**config.mk**
```make
export PLATFORM = sky130hd
export DESIGN_NAME = positional_queue
export DESIGN_NICKNAME = d
export VERILOG_FILES = /design/src/rtl/rq_pkg.sv /design/src/rtl/rq_ctrl.sv /design/src/rtl/rq_slot.sv /design/src/rtl/positional_queue.sv
export SDC_FILE = /design/constraint.sdc
export NUM_CORES = 1
export LEC_CHECK = 0
export BUFFER_PORTS_ARGS = -buffer_cell sky130_fd_sc_hd__buf_2
export CAP_MARGIN = 10
export CORE_AREA = 2 2 86 88
export CTS_BUF_LIST = sky130_fd_sc_hd__clkbuf_2
export DETAILED_ROUTE_END_ITERATION = 6
export DIE_AREA = 0 0 88 90
export GPL_ROUTABILITY_DRIVEN = 0
export HOLD_SLACK_MARGIN = 0.15
export PLACE_DENSITY = 0.52
export RECOVER_POWER = 50
export SLEW_MARGIN = 40
export SYNTH_ARGS = -nofsm -noshare
export SYNTH_HDL_FRONTEND = slang
export SYNTH_SLANG_ARGS = --single-unit
```
**constraint.sdc**
```tcl
create_clock -name clk -period 5.8 [get_ports clk]
set_input_delay 0.58 -clock clk [delete_from_list [all_inputs] [get_ports clk]]
set_output_delay 0.58 -clock clk [all_outputs]
set_load 0.05 [all_outputs]
```
**src/rtl/rq_pkg.sv**
```systemverilog
package rq_pkg;
  typedef enum logic [1:0] {
    OP_NONE = 2'd0,
    OP_INS  = 2'd1,
    OP_DEL  = 2'd2
  } rq_op_e;
endpackage

```
**src/rtl/rq_ctrl.sv**
```systemverilog
module rq_ctrl
  import rq_pkg::*;
#(
  parameter int DEPTH = 4,
  parameter int POS_W = $clog2(DEPTH),
  parameter int CNT_W = $clog2(DEPTH + 1)
) (
  input  logic             clk,
  input  logic             rst_n,
  input  logic             ins_req,
  input  logic             del_req,
  input  logic [POS_W-1:0] pos,
  output rq_op_e           op,
  output logic [CNT_W-1:0] count,
  output logic             err
);
  localparam logic [CNT_W-1:0] FULL = CNT_W'(DEPTH);

  logic [CNT_W-1:0] lvl_q, lvl_d;
  logic             err_d;
  logic [CNT_W-1:0] pos_ext;

  assign pos_ext = CNT_W'(pos);

  // Legality decode and next occupancy level
  always_comb begin
    op    = OP_NONE;
    lvl_d = lvl_q;
    err_d = 1'b0;
    if (ins_req && del_req) begin
      err_d = 1'b1;
    end else if (ins_req) begin
      if (lvl_q != FULL && pos_ext <= lvl_q) begin
        op    = OP_INS;
        lvl_d = lvl_q + 1'b1;
      end else begin
        err_d = 1'b1;
      end
    end else if (del_req) begin
      if (lvl_q != '0 && pos_ext < lvl_q) begin
        op    = OP_DEL;
        lvl_d = lvl_q - 1'b1;
      end else begin
        err_d = 1'b1;
      end
    end
  end

  always_ff @(posedge clk or negedge rst_n) begin
    if (!rst_n) begin
      lvl_q <= '0;
      err   <= 1'b0;
    end else begin
      lvl_q <= lvl_d;
      err   <= err_d;
    end
  end

  assign count = lvl_q;
endmodule

```
**src/rtl/rq_slot.sv**
```systemverilog
module rq_slot
  import rq_pkg::*;
#(
  parameter int DATA_W = 8,
  parameter int POS_W  = 2,
  parameter int IDX    = 0
) (
  input  logic              clk,
  input  logic              rst_n,
  input  rq_op_e            op,
  input  logic [POS_W-1:0]  pos,
  input  logic [DATA_W-1:0] wr_data,
  input  logic [DATA_W-1:0] from_below,
  input  logic [DATA_W-1:0] from_above,
  output logic [DATA_W-1:0] q
);
  localparam logic [POS_W-1:0] MY_IDX = POS_W'(IDX);

  logic              en;
  logic [DATA_W-1:0] d;

  // A slot at or above the target index takes part in every shift
  always_comb begin
    en = (op != OP_NONE) && (pos <= MY_IDX);
    d  = q;
    if (op == OP_INS) d = (pos == MY_IDX) ? wr_data : from_below;
    else if (op == OP_DEL) d = from_above;
  end

  always_ff @(posedge clk or negedge rst_n) begin
    if (!rst_n) q <= '0;
    else if (en) q <= d;
  end
endmodule

```
**src/rtl/positional_queue.sv**
```systemverilog
module positional_queue
  import rq_pkg::*;
#(
  parameter int DATA_W = 8,
  parameter int DEPTH  = 4,
  localparam int POS_W = $clog2(DEPTH),
  localparam int CNT_W = $clog2(DEPTH + 1)
) (
  input  logic              clk,
  input  logic              rst_n,
  input  logic [DATA_W-1:0] wr_data,
  input  logic              ins_req,
  input  logic              del_req,
  input  logic [POS_W-1:0]  pos,
  output logic [DATA_W-1:0] head_data,
  output logic [CNT_W-1:0]  count,
  output logic              err
);
  rq_op_e            op;
  logic [DATA_W-1:0] slot_q [DEPTH];

  rq_ctrl #(.DEPTH(DEPTH), .POS_W(POS_W), .CNT_W(CNT_W)) u_ctrl (
    .clk     (clk),
    .rst_n   (rst_n),
    .ins_req (ins_req),
    .del_req (del_req),
    .pos     (pos),
    .op      (op),
    .count   (count),
    .err     (err)
  );

  for (genvar j = 0; j < DEPTH; j++) begin : g_slot
    logic [DATA_W-1:0] below, above;
    if (j == 0) begin : g_bot
      assign below = wr_data;
    end else begin : g_mid_lo
      assign below = slot_q[j-1];
    end
    if (j == DEPTH - 1) begin : g_top
      assign above = '0;
    end else begin : g_mid_hi
      assign above = slot_q[j+1];
    end
    rq_slot #(.DATA_W(DATA_W), .POS_W(POS_W), .IDX(j)) u_slot (
      .clk        (clk),
      .rst_n      (rst_n),
      .op         (op),
      .pos        (pos),
      .wr_data    (wr_data),
      .from_below (below),
      .from_above (above),
      .q          (slot_q[j])
    );
  end

  // Head is slot count-1; the bus reads zero when nothing is stored
  always_comb begin
    head_data = '0;
    for (int k = 0; k < DEPTH; k++) begin
      if (count == CNT_W'(k + 1)) head_data = slot_q[k];
    end
  end
endmodule

```
==> impl_metrics.csv, run 1 <==
group,metric,value,unit
setup_path,required,6.12,ns
setup_path,cp-start-kind,"flip-flop",
synth,ys_ff_latch,36,
grt,grt_pass1_vias,1699,
clock_tree,cts_resized,0,
final_layout,nets,298,
synth,yosysSeqAreaShare,0.3762,
timing,finalHoldViolations,0,
timing,holdWs,0.4242,ns
power_and_ir_drop,powerDensity,504.1,nW/µm²
clock_tree,clk_latency,0.39,ns
clock_tree,cts_tree,"built",
routing,drt-initial-drc-count,107,
synth,muxShareOfSynthArea,0.1338,
die,coreArea,7020,µm²
setup_path,cp-end-kind,"flip-flop",
routing,routedWlPerCell,15.29,µm
routing,postRouteAntennaNets,0,
routing,via_per_inst,4.987,
placed_design,io_buffers,25,
timing,fin_crit,3.733,ns
clock_tree,clockBufferDepth,2,
synth,synth_compound_area_frac,0.2471,
die,die_h,90,µm
grt,grt_pass1_wl,9266,µm
synth,syn_avg_cell_area,9.391,µm²
min_path,hold_path_depth,3,
timing,setup_viol,0,
setup_path,crit_path_max_fanout,17,
die,die_x,88,µm
synth,synth_top_family_by_area,"compound AO/OA/AOI/OAI gates",
status,violations,"capacitance limit, slew limit",
timing,tightestPinTransition,1.942,ns
timing,slew_violations,37,
min_path,min_path_type,"input pin to flip-flop",
grt,grt_antenna_before_repair,0,
timing,rsz0062_at_grt,"no",
clock_tree,cts_buffers,5,
clock_tree,clkSinkCount,36,
status,status,"finished, violations left",
synth,syn_nets,280,
timing,fmax,0.2679,GHz
timing,finalSetupTns,0,ns
clock_tree,cts.htree.levels,2,
job,maxCapViolations,1,
routing,drc,0,
clock_tree,root_buffer,"clkbuf_2",
final_layout,area_growth,8.830,%
synth,synth_area_leader_cell,"dfrtp_1",
clock_tree,clkTransAtPathRegs,0.17,ns
timing,maxSlewHeadroom,-0.2947,
routing,firstDrtPassIters,4,
synth,ys_warn_count,0,
final_layout,drive_above_1_share,0.1538,
synth,yosysTopAreaCellShare,0.3762,
synth,syn_area,2395,µm²
timing,fin_crit_sh,0.6436,
die,pin_count,26,
synth,synth_fa_ha_area_frac,0.05747,
power_and_ir_drop,peakVddDrop,0.09573,mV
synth,ys_types,38,
final_layout,n_antenna_cell,0,
synth,synth_area_leaders,"dfrtp_1, mux2i_1, ha_1, a21o_1, nor2_1",
grt,grt_max_degree,37,
clock_tree,holdBufCountCts,0,
synth,synthSimpleGateAreaFrac,0.1259,
clock_tree,cts_setup_buffers,0,
grt,grt_use_total,0.1488,
setup_path,path_class,"flip-flop to flip-flop",
final_layout,fill_cells,719,
setup_path,arrival,4.05,ns
final_layout,multi_input_area,1360,µm²
power_and_ir_drop,p_leak,1.281,nW
die,initial_core_util,0.3411,
synth,synthXorXnorAreaFrac,0.003657,
setup_path,reg2reg_depth,10,
timing,finalClockSkew,0.01550,ns
die,die_area,7920,µm²
routing,drt_wl_total,5688,µm
routing,vias,1855,
placed_design,dp_hpwl,4284,µm
final_layout,ff_latch_area,900.9,µm²
synth,synthCells,255,
die,num_rows,31,
grt,gr-total-overflow,0,
-- state kept, by name, summed over array words and instances, names as in the netlist --
register,count
g_slot.u_slot.q,32
u_ctrl.count,3
u_ctrl.err,1
-- synthesized netlist by cell type, drive strengths merged --
cell    count
a21o       17
nand3b      1
or3b        2
and3b       1
buf         8
nand3       1
or2         1
a32oi       1
o21ai      10
o31ai       1
xnor2       1
o22ai       9
clkbuf      8
a221oi      1
inv        13
nor2       35
and2        1
and2b       1
nor2b       2
a21oi      11
nand2b      1
a22oi       7
nand4       1
o211ai      1
nand2      14
a221o       8
mux2i      32
ha         11
or2b        2
a211oi     16
dfrtp      36
clkinv      1
-- worst paths after layout --
kind / start / to / slack, ns
worst max-delay path: u_ctrl.count[1] / g_slot[0].u_slot.q[4] / 2.07
worst min-delay path: del_req / u_ctrl.err / 0.42
worst max register to register: u_ctrl.count[1] / g_slot[0].u_slot.q[4] / 2.07
worst min register to register: g_slot[1].u_slot.q[2] / g_slot[1].u_slot.q[2] / 0.56
max in group asynchronous: rst_n / g_slot[0].u_slot.q[0] / 3.44
min in group asynchronous: rst_n / g_slot[1].u_slot.q[7] / 1.25
-- layout make-up --
type | instances | share of cell area
clock buffer | 5 | 0.009602
clock inverter | 2 | 0.002880
inverter | 14 | 0.02016
multi-input combinational | 189 | 0.5218
sequential | 36 | 0.3457
tap | 99 | 0.04753
timing repair buffer | 27 | 0.05233
-- kinds of logic after synthesis --
logic type | count (synthesis)
AO/OA/AOI/OAI | 82
XOR/XNOR | 1
adder cells (fa/ha/maj) | 11
buffers and inverters | 30
flip-flops | 36
multiplexers | 32
AND/OR/NAND/NOR | 63
-- critical path, cell delays in order (launching register included) --
cell and delay, ns:
dfrtp_1 0.50, inv_1 0.15, ha_1 0.36, and2_4 0.25, or3b_4 0.39, or2_0 0.29, ha_1 0.51, or3b_2 0.67
nor2_4 0.34, nor2_1 0.07, a21oi_1 0.14
-- per-layer routing --
metal | global-route usage | wire length [µm] | vias up
met5 | 0 | 0 | -
met4 | 0.04615 | 87 | 0
met3 | 0.02663 | 193 | 8
met2 | 0.1970 | 2349 | 37
met1 | 0.2400 | 3058 | 849
li1 | - | - | 961
-- report_power, final --
| part | switching, W | total, W | leakage, nW | internal, W |
|---|---|---|---|---|
| registers | 0.000119 | 0.000472 | 0.470 | 0.000353 |
| clock network | 0.0000801 | 0.000105 | 0.0239 | 0.0000248 |
| logic | 0.000475 | 0.000737 | 0.788 | 0.000262 |
| total | 0.000674 | 0.00131 | 1.28 | 0.000640 |
-- placed cells by master (no fill, tap or decap), types with 3 or more instances in the layout --
master    Yosys  final
dfrtp_1      36     36
a211oi_1     16     16
nor2_1       34     34
a22oi_1       7      7
a21oi_1      11     11
a21o_1       17     17
o21ai_0      10     10
clkbuf_2      0      5
inv_1        13     13
buf_2         5     20
nand2_1      13     13
clkbuf_1      8      5
a221o_2       8      8
o22ai_1       9      9
ha_1         11     11
clkinv_1      1      3
mux2i_1      32     32
-- through the flow --
step | utilization | area [µm²] | total power [W] | setup slack, ns | instances
floorplan | - | 2395 | 0.001042 | 2.281 | 255
global placement | 0.3661 | 2570 | 0.001212 | 2.199 | 364
detailed placement | 0.3664 | 2572 | 0.001218 | 2.110 | 364
CTS | 0.3711 | 2605 | 0.001324 | 2.105 | 371
global route | 0.3712 | 2606 | 0.001417 | 1.807 | 372
finish | 0.3712 | 2606 | 0.001314 | 2.067 | 372
(Power assumes the default switching activity.)
==> inputs of run 2 (changes only) <==
--- a/config.mk
+++ b/config.mk
@@ -13,7 +13,7 @@
 export DIE_AREA = 0 0 88 90
 export GPL_ROUTABILITY_DRIVEN = 0
 export HOLD_SLACK_MARGIN = 0.15
-export PLACE_DENSITY = 0.52
+export PLACE_DENSITY = 0.54
 export RECOVER_POWER = 50
 export SLEW_MARGIN = 40
 export SYNTH_ARGS = -nofsm -noshare
==> constraint.sdc (replaced) <==
create_clock -name clk -period 3 [get_ports clk]
set_input_delay 0.3 -clock clk [delete_from_list [all_inputs] [get_ports clk]]
set_output_delay 0.3 -clock clk [all_outputs]
set_load 0.05 [all_outputs]
==> run 2 against run 1 <==
  * The flow still finishes with violations (capacitance limit, slew limit)
  * Fmax rose by 30%
  * Core utilization grew 1.8 points
  * Sequential cell count unchanged
  * Worst hold slack lost 0.27 ns
  * Global-route usage increased by 0.61 points
  * Critical path depth did not move
  * Combinational power grew 110%
  * Die area did not move
  * Routed wire length increased by 2.8%
  * Non-clock buffer count up 6
  * Sequential power up 93%
  * Register-to-register slack worse by 1.9 ns
  * Largest cell class unchanged
==> impl_metrics.csv, run 2 (synthesized netlist as in run 1, its figures left out) <==
group,metric,value,unit
status,status,"finished, violations left",
status,violations,"capacitance limit, slew limit",
routing,postRouteAntennaNets,0,
routing,vias,1894,
timing,worst_slack,0.1199,ns
timing,slew_violations,37,
setup_path,cp-end-kind,"flip-flop",
clock_tree,clk_latency,0.39,ns
die,num_rows,31,
final_layout,layout_common_cells,"nor2_1, dfrtp_1, mux2i_1, buf_2, a21o_1",
job,maxCapViolations,1,
routing,via_per_inst,4.997,
grt,grt_pass1_wl,9756,µm
timing,setup_viol,0,
timing,fin_crit,2.880,ns
grt,grt_use_total,0.1549,
final_layout,final_area,2730,µm²
die,die_h,90,µm
grt,grt_max_degree,37,
min_path,min_path_type,"input pin to flip-flop",
final_layout,largest_reg_flops,32,
setup_path,slowest_delay,0.46,ns
routing,drc,0,
placed_design,place_area,2648,µm²
clock_tree,cts_buffers,5,
timing,tightestPinTransition,2.062,ns
grt,grt_antenna_before_repair,0,
power_and_ir_drop,p_leak,1.321,nW
grt,gr-total-overflow,0,
clock_tree,cts.htree.levels,2,
clock_tree,cts_tree,"built",
routing,routedWlPerCell,15.42,µm
placed_design,place_ws,0.1794,ns
die,die_area,7920,µm²
grt,grt_pass1_vias,1805,
final_layout,area_growth,14.00,%
power_and_ir_drop,total_power,0.002666,W
timing,fmax,0.3472,GHz
routing,drt_wl_total,5846,µm
clock_tree,root_buffer,"clkbuf_2",
setup_path,r2r_slack,0.12,ns
setup_path,required,3.33,ns
timing,finalHoldViolations,0,
die,coreArea,7020,µm²
timing,fin_crit_sh,0.9600,
final_layout,drive_above_1_share,0.2214,
setup_path,path_class,"flip-flop to flip-flop",
routing,firstDrtPassIters,4,
die,die_x,88,µm
routing,drt-initial-drc-count,106,
placed_design,io_buffers,25,
final_layout,nets,304,
setup_path,cp-start-kind,"flip-flop",
clock_tree,clkSinkCount,36,
setup_path,crit_slowest_cell,"dfrtp_2",
setup_path,path_cells,"inv_2 -> ha_4 -> and2_4 -> or3b_4 -> or2_4 -> ha_4 -> or3b_4 -> buf_4 -> a211oi_1 -> a21o_1",
final_layout,regMostFlops,"g_slot.u_slot.q",
setup_path,arrival,3.21,ns
clock_tree,clkTransAtPathRegs,0.21,ns
power_and_ir_drop,powerDensity,976.5,nW/µm²
power_and_ir_drop,peakVddDrop,0.2034,mV
clock_tree,clockBufferDepth,2,
timing,finalClockSkew,0.02887,ns
setup_path,crit_path_max_fanout,16,
timing,holdWs,0.1558,ns
die,pin_count,26,
min_path,hold_path_depth,3,
final_layout,n_antenna_cell,0,
placed_design,dp_hpwl,4403,µm
setup_path,reg2reg_depth,10,
timing,maxSlewHeadroom,-0.3744,
timing,rsz0062_at_grt,"no",
die,initial_core_util,0.3411,
[run 2: changes by cell type in the layout (fill, tap and decap cells not counted), moves of 2 or more]
cell	change
buf_4	+4
ha_1	-3
a211oi_1	-2
a211oi_2	+2
clkbuf_2	+2
dfrtp_1	-2
dfrtp_2	+2
ha_4	+2
inv_1	-2
[run 2: power by group]
| group | total (W) | switching (W) | internal [W] |
|---|---|---|---|
| clock | 0.000225 | 0.000162 | 0.0000625 |
| sequential | 0.000911 | 0.000226 | 0.000685 |
| combinational | 0.00153 | 0.000953 | 0.000577 |
[run 2: worst max-delay path: cells and delay by family, from the launching register on]
kind | cells | cell delay [ns]
adder cells (fa/ha/maj) | 2 | 0.48
AO/OA/AOI/OAI | 2 | 0.32
flip-flops | 1 | 0.46
buffers and inverters | 2 | 0.28
AND/OR/NAND/NOR | 4 | 1.27
[run 2: path summary, 6_finish.rpt]
kind / endpoint / start
worst max-delay path: g_slot[1].u_slot.q[2] / u_ctrl.count[1]
worst min-delay path: u_ctrl.err / ins_req
min in group asynchronous: u_ctrl.count[0] / rst_n
max in group asynchronous: u_ctrl.count[1] / rst_n
worst max register to register: g_slot[1].u_slot.q[2] / u_ctrl.count[1]
worst min register to register: g_slot[1].u_slot.q[5] / g_slot[1].u_slot.q[5]
[run 2: final cells by class]
type	instances	area [µm²]
fill	694	4290
multi-input combinational	189	1411
sequential	36	903.4
timing repair buffer	33	197.7
tap	99	123.9
inverter	14	55.05
clock buffer	7	35.03
clock inverter	1	3.754
[run 2: metal layers]
metal  up-vias  part of all wire  wire length (µm)  GRT usage
met4         0             0.011                67    0.03846
met5         -                 0                 0          0
met2        29              0.43              2498     0.2077
met1       886              0.53              3089     0.2497
li1        974                 -                 -          -
met3         5             0.033               191    0.03030
[run 2: repair_timing]
action,CTS,global route
endpoints found under the setup margin,0,14
hold endpoints to repair,37,0
buffers inserted,0,1
hold buffers,2,0
resized for setup,0,3
[run 2: metrics by stage]
step | util | TNS, ns | cells
2_1_floorplan | - | -1.079 | 255
3_3_place_gp | 0.3764 | 0 | 368
3_5_place_dp | 0.3771 | 0 | 368
4_1_cts | 0.3855 | 0 | 378
5_1_grt | 0.3889 | 0 | 379
6_report | 0.3889 | 0 | 379
==> inputs of run 3 (changes only) <==
--- a/config.mk
+++ b/config.mk
@@ -15,6 +15,7 @@
 export HOLD_SLACK_MARGIN = 0.15
 export PLACE_DENSITY = 0.54
 export RECOVER_POWER = 50
+export REMOVE_ABC_BUFFERS = 1
 export SLEW_MARGIN = 40
 export SYNTH_ARGS = -nofsm -noshare
 export SYNTH_HDL_FRONTEND = slang
==> run 3 against run 2 <==
  * The run still ends with capacitance limit, slew limit left
  * Combinational power is 7% higher
  * Core utilization up 0.75 points
  * Total power rose by 2.5%
  * Highest routed layer unchanged
  * Global-route usage grew 2.7 points
  * Fmax increased by 1.1%
  * Largest power group unchanged
  * Sequential share of layout area down 0.71 points
  * Largest cell class unchanged
  * Sequential cell count unchanged
  * Routed wire length grew 16%
  * Critical path depth unchanged
  * Worst hold slack improved by 0.042 ns
==> impl_metrics.csv, run 3 (synthesized netlist as in run 1, its figures left out) <==
group,metric,value,unit
final_layout,drive_above_1_share,0.2158,
routing,drt_wl_total,6755,µm
timing,finalSetupTns,0,ns
timing,slew_violations,37,
timing,maxSlewHeadroom,-0.3850,
final_layout,regMostFlops,"g_slot.u_slot.q",
routing,routedWlPerCell,17.28,µm
timing,fmax,0.3511,GHz
final_layout,final_area,2783,µm²
die,pin_count,26,
setup_path,required,3.35,ns
routing,postRouteAntennaNets,0,
final_layout,n_antenna_cell,0,
timing,finalHoldViolations,0,
timing,setup_viol,0,
grt,grt_antenna_before_repair,0,
die,num_rows,31,
setup_path,arrival,3.20,ns
routing,via_per_inst,5.246,
die,initial_core_util,0.3411,
grt,grt_pass1_wl,10940,µm
clock_tree,cts.htree.levels,2,
clock_tree,clkSinkCount,36,
clock_tree,clockBufferDepth,2,
timing,tightestPinTransition,2.078,ns
timing,holdWs,0.1983,ns
grt,grt_use_total,0.1822,
placed_design,dp_hpwl,4390,µm
final_layout,largest_reg_flops,32,
min_path,min_path_type,"input pin to flip-flop",
timing,worst_slack,0.1514,ns
power_and_ir_drop,p_leak,1.380,nW
final_layout,area_growth,16.20,%
final_layout,nets,316,
clock_tree,root_buffer,"clkbuf_2",
routing,routed-wl-met3,335,µm
routing,vias,2051,
power_and_ir_drop,powerDensity,981.9,nW/µm²
setup_path,path_class,"flip-flop to flip-flop",
routing,drt-initial-drc-count,113,
status,status,"finished, violations left",
status,violations,"capacitance limit, slew limit",
routing,drc,0,
grt,grt_max_degree,37,
clock_tree,cts_buffers,5,
power_and_ir_drop,total_power,0.002732,W
clock_tree,clkTransAtPathRegs,0.22,ns
die,die_area,7920,µm²
grt,gr-total-overflow,0,
final_layout,layout_commonest_cell,"dfrtp_1",
grt,grt_pass1_vias,2051,
routing,routed.top_layer,"met4",
placed_design,io_buffers,25,
routing,firstDrtPassIters,4,
timing,finalClockSkew,0.02543,ns
power_and_ir_drop,peakVddDrop,0.3525,mV
final_layout,layout_common_cells,"dfrtp_1, nor2_1, mux2i_1, buf_2, a21o_1",
routing,met2WireLength,3077,µm
die,die_x,88,µm
setup_path,cp-start-kind,"flip-flop",
clock_tree,cts_tree,"built",
routing,drt-met1-wl,3221,µm
job,maxCapViolations,1,
die,die_h,90,µm
setup_path,crit_path_max_fanout,16,
timing,fin_crit,2.849,ns
timing,fin_crit_sh,0.9495,
setup_path,cp-end-kind,"flip-flop",
clock_tree,clk_latency,0.41,ns
die,coreArea,7020,µm²
placed_design,place_area,2685,µm²
placed_design,place_ws,0.1559,ns
[run 3: cell count changes in the layout (fill, tap and decap cells not counted), sizes merged]
cell	previous run	this run
buf	27	37
clkinv	2	4
dlygate4sd3	2	3
clkbuf	11	10
[run 3: final timing paths]
check	from	endpoint	slack, ns	depth (start not counted)
worst max register to register	u_ctrl.count[0]	g_slot[1].u_slot.q[3]	0.15	10
worst min-delay path	wr_data[0]	g_slot[3].u_slot.q[0]	0.20	3
max in group asynchronous	rst_n	g_slot[0].u_slot.q[5]	0.82	2
worst max-delay path	u_ctrl.count[0]	g_slot[1].u_slot.q[3]	0.15	10
worst min register to register	g_slot[1].u_slot.q[5]	g_slot[1].u_slot.q[5]	0.57	1
min in group asynchronous	rst_n	g_slot[3].u_slot.q[7]	0.98	2
[run 3: report_power, final]
group	total (W)	switching, W	internal (W)
Clock	0.000239	0.000186	0.0000523
Combinational	0.00163	0.00102	0.000611
Sequential	0.000859	0.000177	0.000682
[run 3: cell type report]
class | instances | area, µm²
Clock buffer | 5 | 25.02
Timing Repair Buffer | 45 | 292.8
Clock inverter | 3 | 13.76
Tap cell | 99 | 123.9
Sequential cell | 36 | 900.9
Fill cell | 712 | 4238
Inverter | 14 | 52.55
Multi-Input combinational cell | 189 | 1374
[run 3: stage by stage]
| step | instances | utilization |
|---|---|---|
| after floorplan | 239 | - |
| after detailed placement | 379 | 0.3825 |
| final | 391 | 0.3964 |
| after global placement | 379 | 0.3821 |
| after CTS | 390 | 0.3923 |
| after global routing | 391 | 0.3964 |
[run 3: timing repair]
action,4_1_cts,5_1_grt
hold buffers,3,0
hold endpoints to repair,37,0
endpoints found under the setup margin,0,23
buffers inserted,0,1
gates resized for setup,0,4
[run 3: worst max-delay path, cell delays in order (launching register included)]
cell	delay, ns
dfrtp_1	0.39
inv_1	0.09
ha_1	0.22
and2_4	0.14
or3b_4	0.38
or2_4	0.26
ha_1	0.31
or3b_2	0.50
buf_6	0.19
a211oi_1	0.19
a21o_1	0.11
[run 3: per-layer routing]
metal,global-route usage,vias to the layer above
met4,0.07179,0
met1,0.2664,994
li1,-,1004
met5,0,-
met3,0.02938,8
met2,0.2658,45
